[src/rtl/irq_arb_pkg.sv]
package irq_arb_pkg;

   // Returns a grouping value that is never larger than the priority width.
   function automatic int unsigned clamp_grp(int unsigned g, int unsigned prio_w);
      return (g > prio_w) ? prio_w : g;
   endfunction

endpackage

[src/rtl/irq_elig_mask.sv]
module irq_elig_mask #(
   parameter int NUM_LINES = 53
) (
   input  logic [NUM_LINES-1:0] pend_i,
   input  logic [NUM_LINES-1:0] en_i,
   input  logic [NUM_LINES-1:0] act_i,
   output logic [NUM_LINES-1:0] elig_o
);

   for (genvar k = 0; k < NUM_LINES; k++) begin : g_line
      assign elig_o[k] = pend_i[k] & en_i[k] & ~act_i[k];
   end

endmodule

[src/rtl/irq_prio_tree.sv]
module irq_prio_tree #(
   parameter int NUM_LINES = 53,
   parameter int PRIO_W    = 3
) (
   input  logic [NUM_LINES-1:0]        elig_i,
   input  logic [NUM_LINES*PRIO_W-1:0] prio_i,
   output logic                        any_o,
   output logic [$clog2(NUM_LINES)-1:0] id_o,
   output logic [PRIO_W-1:0]           prio_o
);

   localparam int LVLS   = $clog2(NUM_LINES);
   localparam int ID_W   = LVLS;
   localparam int LEAVES = 1 << LVLS;

   for (genvar l = 0; l <= LVLS; l++) begin : g_lvl
      localparam int CNT = LEAVES >> l;
      logic              v  [CNT];
      logic [PRIO_W-1:0] p  [CNT];
      logic [ID_W-1:0]   id [CNT];

      for (genvar k = 0; k < CNT; k++) begin : g_node
         if (l == 0) begin : g_leaf
            if (k < NUM_LINES) begin : g_real
               assign v[k]  = elig_i[k];
               assign p[k]  = prio_i[k*PRIO_W +: PRIO_W];
               assign id[k] = ID_W'(k);
            end else begin : g_pad
               assign v[k]  = 1'b0;
               assign p[k]  = '1;
               assign id[k] = '0;
            end
         end else begin : g_cmp
            logic take_l;
            // Left child always holds the lower line numbers, so ties go left.
            assign take_l = g_lvl[l-1].v[2*k] &&
                            (!g_lvl[l-1].v[2*k+1] ||
                             (g_lvl[l-1].p[2*k] <= g_lvl[l-1].p[2*k+1]));
            assign v[k]  = g_lvl[l-1].v[2*k] | g_lvl[l-1].v[2*k+1];
            assign p[k]  = take_l ? g_lvl[l-1].p[2*k]  : g_lvl[l-1].p[2*k+1];
            assign id[k] = take_l ? g_lvl[l-1].id[2*k] : g_lvl[l-1].id[2*k+1];
         end
      end
   end

   assign any_o  = g_lvl[LVLS].v[0];
   assign id_o   = g_lvl[LVLS].id[0];
   assign prio_o = g_lvl[LVLS].p[0];

endmodule

[src/rtl/irq_group_cmp.sv]
module irq_group_cmp #(
   parameter int PRIO_W = 3
) (
   input  logic                        valid_i,
   input  logic [PRIO_W-1:0]           win_prio_i,
   input  logic                        cur_act_i,
   input  logic [PRIO_W-1:0]           cur_prio_i,
   input  logic [$clog2(PRIO_W+1)-1:0] grp_i,
   output logic                        preempt_o
);

   logic [PRIO_W-1:0] win_grp;
   logic [PRIO_W-1:0] cur_grp;

   always_comb begin
      win_grp   = win_prio_i >> grp_i;
      cur_grp   = cur_prio_i >> grp_i;
      preempt_o = valid_i && (!cur_act_i || (win_grp < cur_grp));
   end

endmodule

[src/rtl/irq_grp_arbiter.sv]
module irq_grp_arbiter #(
   parameter int NUM_LINES = 53,
   parameter int PRIO_W    = 3
) (
   input  logic                          clk,
   input  logic                          rst_n,
   input  logic [NUM_LINES-1:0]          pend_i,
   input  logic [NUM_LINES-1:0]          en_i,
   input  logic [NUM_LINES-1:0]          act_i,
   input  logic [NUM_LINES*PRIO_W-1:0]   prio_i,
   input  logic [$clog2(PRIO_W+1)-1:0]   grp_i,
   input  logic                          handler_act_i,
   input  logic [PRIO_W-1:0]             handler_prio_i,
   output logic [$clog2(NUM_LINES)-1:0]  win_id_o,
   output logic                          win_valid_o,
   output logic                          preempt_o
);

   import irq_arb_pkg::*;

   localparam int ID_W  = $clog2(NUM_LINES);
   localparam int GRP_W = $clog2(PRIO_W+1);

   if (NUM_LINES < 2) begin : g_bad_lines
      $error("NUM_LINES must be at least 2");
   end
   if ((PRIO_W < 1) || (PRIO_W > 8)) begin : g_bad_prio
      $error("PRIO_W must be between 1 and 8");
   end

   logic [NUM_LINES-1:0] elig_w;
   logic                 any_w;
   logic [ID_W-1:0]      id_w;
   logic [PRIO_W-1:0]    prio_w;
   logic [GRP_W-1:0]     grp_eff;
   logic                 pre_w;

   assign grp_eff = GRP_W'(clamp_grp(int'(grp_i), PRIO_W));

   irq_elig_mask #(.NUM_LINES(NUM_LINES)) i_mask (
      .pend_i (pend_i),
      .en_i   (en_i),
      .act_i  (act_i),
      .elig_o (elig_w)
   );

   irq_prio_tree #(.NUM_LINES(NUM_LINES), .PRIO_W(PRIO_W)) i_tree (
      .elig_i (elig_w),
      .prio_i (prio_i),
      .any_o  (any_w),
      .id_o   (id_w),
      .prio_o (prio_w)
   );

   irq_group_cmp #(.PRIO_W(PRIO_W)) i_gcmp (
      .valid_i    (any_w),
      .win_prio_i (prio_w),
      .cur_act_i  (handler_act_i),
      .cur_prio_i (handler_prio_i),
      .grp_i      (grp_eff),
      .preempt_o  (pre_w)
   );

   always_ff @(posedge clk) begin
      if (!rst_n) begin
         win_id_o    <= '0;
         win_valid_o <= 1'b0;
         preempt_o   <= 1'b0;
      end else begin
         win_id_o    <= any_w ? id_w : '0;
         win_valid_o <= any_w;
         preempt_o   <= pre_w;
      end
   end

   // no eligible line in the previous cycle gives no winner and no request
   assert_idle_no_winner_R2: assert property (@(posedge clk) disable iff (!rst_n)
      (!(|$past(elig_w))) |-> (!win_valid_o && !preempt_o && (win_id_o == '0)));

   // a reported winner was eligible in the previous cycle
   assert_winner_eligible_R2: assert property (@(posedge clk) disable iff (!rst_n)
      win_valid_o |-> (|(($past(elig_w) >> win_id_o) & NUM_LINES'(1))));

   // a preempt request always comes with a valid winner
   assert_preempt_has_winner_R6: assert property (@(posedge clk) disable iff (!rst_n)
      preempt_o |-> win_valid_o);

   // with no running handler, any winner requests preemption
   assert_idle_handler_preempts_R7: assert property (@(posedge clk) disable iff (!rst_n)
      (win_valid_o && !$past(handler_act_i)) |-> preempt_o);

   // one single group never preempts a running handler
   assert_single_group_R8: assert property (@(posedge clk) disable iff (!rst_n)
      ($past(handler_act_i) && (int'($past(grp_i)) >= PRIO_W)) |-> !preempt_o);

endmodule

[config.mk]
export PLATFORM = sky130hd
export DESIGN_NAME = irq_grp_arbiter
export DESIGN_NICKNAME = d
export VERILOG_FILES = /design/src/rtl/irq_arb_pkg.sv /design/src/rtl/irq_elig_mask.sv /design/src/rtl/irq_prio_tree.sv /design/src/rtl/irq_group_cmp.sv /design/src/rtl/irq_grp_arbiter.sv
export SDC_FILE = /design/constraint.sdc
export NUM_CORES = 1
export LEC_CHECK = 0
export BUFFER_PORTS_ARGS = -buffer_cell sky130_fd_sc_hd__buf_2
export CORE_MARGIN = 4
export CORE_UTILIZATION = 45
export CTS_CLUSTER_DIAMETER = 120
export DETAILED_ROUTE_END_ITERATION = 7
export GPL_TIMING_DRIVEN = 0
export PLACE_DENSITY = 0.8
export SYNTH_ARGS = -nofsm -noshare
export SYNTH_HDL_FRONTEND = slang
export SYNTH_SLANG_ARGS = --single-unit
export TNS_END_PERCENT = 30
[constraint.sdc]
create_clock -name clk -period 10.1 [get_ports clk]
set_input_delay 1.515 -clock clk [delete_from_list [all_inputs] [get_ports clk]]
set_output_delay 1.515 -clock clk [all_outputs]
set_load 0.1 [all_outputs]
==> out/qor.txt <==
Die Footprint: 18800 um^2
Library cell occupying the most area in the post-synthesis netlist: sky130_fd_sc_hd__ha_1
TritonCTS clock tree: yes
Gate Count Post-Synth: 1040
Std-Cell Core Area: 16100 um^2
Antenna violations before repair: 5
Placement Rows: 46
Port buffer count: 333
CTS H-Tree Depth: 1
Number of design-rule violations left by the first detailed-router iteration: 387
Fraction of final layout cells sized beyond drive strength 1: 0.415
Overflow left after global routing: 0
GP Congestion: 0.874
Post-Route Setup TNS: 0 ps
Number of warnings reported in the yosys synthesis log: 0
Number of distinct library cells after synthesis: 70
Number of cells in the design after placement: 1589
Layout fillers: 1340
Largest net degree at the start of global routing: 11
Relative max-transition margin: 0.381
Routed wire length: 26.3 mm
Aggregate global-route resource usage: 0.232
Period utilization: 0.989
Worst Hold Class: in2reg
Worst Setup Slack post-DPL: -1350 ps
Startpoint type of the worst setup path: primary input
Number of endpoints failing setup at the final stage: 0
Final max-slew violation count: 0
Result of the run: completed
Number of optimization iterations in the first detailed-route pass: 5
Slew at the pin with the worst max-slew slack: 918 ps
Post-detail-place hpwl: 20.8 mm
Number of I/O pins: 334
Pwr dens: 113 nW/um^2
Die width: 137 um
Final standard cell count with taps included and fillers excluded: 1678
Worst setup path startpoint: prio_i[139]
Cts bufs inserted: 3
Root buf cell: sky130_fd_sc_hd__clkbuf_16
Critical Path Most Common Cell: sky130_fd_sc_hd__inv_1
Synthesized flop and latch total: 8
Share of synthesized registers carrying an async set or reset: 0
Highest-delay cell along the critical path: sky130_fd_sc_hd__mux2i_2
Worst setup margin: 115 ps
Util after Layout: 0.684
Netlist Area Pre-Place: 7510 um^2
Average wire per standard cell: 15.7 um
# hold bufs at CTS: 0
Tot Pwr: 1240 uW
Seq/Total Area, Yosys: 0.0213
Clock Path Buffers: 2
Category of the critical setup timing path: in2reg
Leading register cell type out of synthesis: sky130_fd_sc_hd__dfxtp_1
Clock input transition at the sequential cells of the worst setup and hold paths: 40 ps
Worst EP arrival: 10100 ps
Final #Nets: 1933
Max cap viols: 0
Most repeated cell in the gate-level netlist after synthesis: sky130_fd_sc_hd__ha_1
Vias: 9440
Number of synthesized flops with an enable pin: 0
Drc violations: 0
Data required, critical path: 10210 ps
IR Drop Worst-Case VDD: 110 uV
Period minus WS final: 9990 ps
Largest stage delay on the critical path: 390 ps
Highest clock frequency the design can meet: 100 MHz
Syn Nets: 1511
Sink Count: 8
Setup crit end kind: flop
Post-detailed-route count of antenna-violating nets: 0
Synth top area cells: sky130_fd_sc_hd__ha_1, sky130_fd_sc_hd__mux2i_1, sky130_fd_sc_hd__inv_1
First-pass GRT wire length: 37.0 mm
Count of cells along the worst hold path: 3
Die Span Y: 137 um
Leakage power figure: 0.00561 uW
Initial cell density of the core: 0.466
Number of hold violations in the final report: 0
Worst setup path end: preempt_o
Post-synthesis to final-layout area growth: 46.8%
Vias per std cell: 5.63
Fraction of post-synthesis cell area in the top cell type by area: 0.242
Mean instance size in the synthesized netlist: 7.22 um^2
Most used standard cells in the synthesized netlist: sky130_fd_sc_hd__ha_1, sky130_fd_sc_hd__inv_1, sky130_fd_sc_hd__mux2i_1
Biggest fanout along the worst timing path: 5
Via count of the first global-routing pass: 8702
==> worst min-delay path by stage <==
stage / slack, ps / from / end
2_1_floorplan: 1670 / handler_prio_i[0] / preempt_o
3_3_place_gp: 1790 / handler_prio_i[0] / preempt_o
3_5_place_dp: 1790 / handler_prio_i[0] / preempt_o
4_1_cts: 1550 / handler_prio_i[0] / preempt_o
5_1_grt: 1560 / handler_prio_i[0] / preempt_o
6_report: 1550 / handler_prio_i[0] / preempt_o
==> metal layers <==
layer | wire length, um | track usage
met5 | 34 | 0
met4 | 583 | 0.0527
met3 | 1610 | 0.0245
met2 | 13900 | 0.461
met1 | 10100 | 0.261
==> cells by family after synthesis <==
logic type               count (synthesis)  synth area share
AND/OR/NAND/NOR                        310             0.220
multiplexers                           118             0.164
buffers and inverters                  144            0.0720
flip-flops                               8            0.0213
AO/OA/AOI/OAI                          309             0.274
adder cells (fa/ha/maj)                151             0.250
==> per-stage QoR <==
| step | instance area (um^2) | hold WS, ps |
|---|---|---|
| 4_1_cts | 10100 | 1550 |
| 3_3_place_gp | 9530 | 1790 |
| 2_1_floorplan | 7600 | 1670 |
| 3_5_place_dp | 9540 | 1790 |
| 6_report | 11000 | 1550 |
| 5_1_grt | 11000 | 1560 |
==> registers in the layout (all words and copies together), names as in the netlist <==
name         count
preempt_o        1
win_valid_o      1
win_id_o         6
==> cell type report <==
cell class	count	area, um^2	area share
diodes	2	5.00	0.000454
flip-flops and latches	8	160	0.0145
repair buffers	419	2330	0.211
inverters	139	527	0.0478
plain buffers	3	11.3	0.00102
clock buffers	3	75.1	0.00681
well taps	216	270	0.0245
multi-input cells	888	7650	0.694
==> placed cells by master, fill, tap and decap left out, types with 14 or more instances in the layout <==
cell type and n:
sky130_fd_sc_hd__a21oi_1 46, sky130_fd_sc_hd__o21ai_1 14, sky130_fd_sc_hd__o21ai_0 46, sky130_fd_sc_hd__inv_1 136, sky130_fd_sc_hd__buf_4 82, sky130_fd_sc_hd__nand2_1 71
sky130_fd_sc_hd__a21oi_2 27, sky130_fd_sc_hd__nor2b_1 27, sky130_fd_sc_hd__a31oi_1 26, sky130_fd_sc_hd__nand2b_1 22, sky130_fd_sc_hd__nand3_1 26, sky130_fd_sc_hd__and2_1 15
sky130_fd_sc_hd__nand3b_1 41, sky130_fd_sc_hd__ha_1 132, sky130_fd_sc_hd__buf_2 333, sky130_fd_sc_hd__mux2_2 27, sky130_fd_sc_hd__mux2i_1 66, sky130_fd_sc_hd__nor2_1 59
==> repair_timing <==
action | in CTS | in global routing
pin swaps | 25 | 59
gates resized for setup | 52 | 112
endpoints found under the setup margin | 7 | 6
setup buffers | 29 | 57
==> worst max-delay path: cells and delay by family <==
kind,cells,cell delay [ps]
compound gates,16,2850
fa+ha+maj,8,2240
mux,5,1550
simple gates,10,1310
buf+inv,7,600
==> power breakdown <==
group          internal, uW  leakage [uW]  total [uW]  switching (uW)
Sequential             44.7     0.0000669        46.8            2.11
Clock                  51.0     0.0000370        65.8            14.9
Combinational           502       0.00551        1130             628
(Power assumes the default switching activity.)
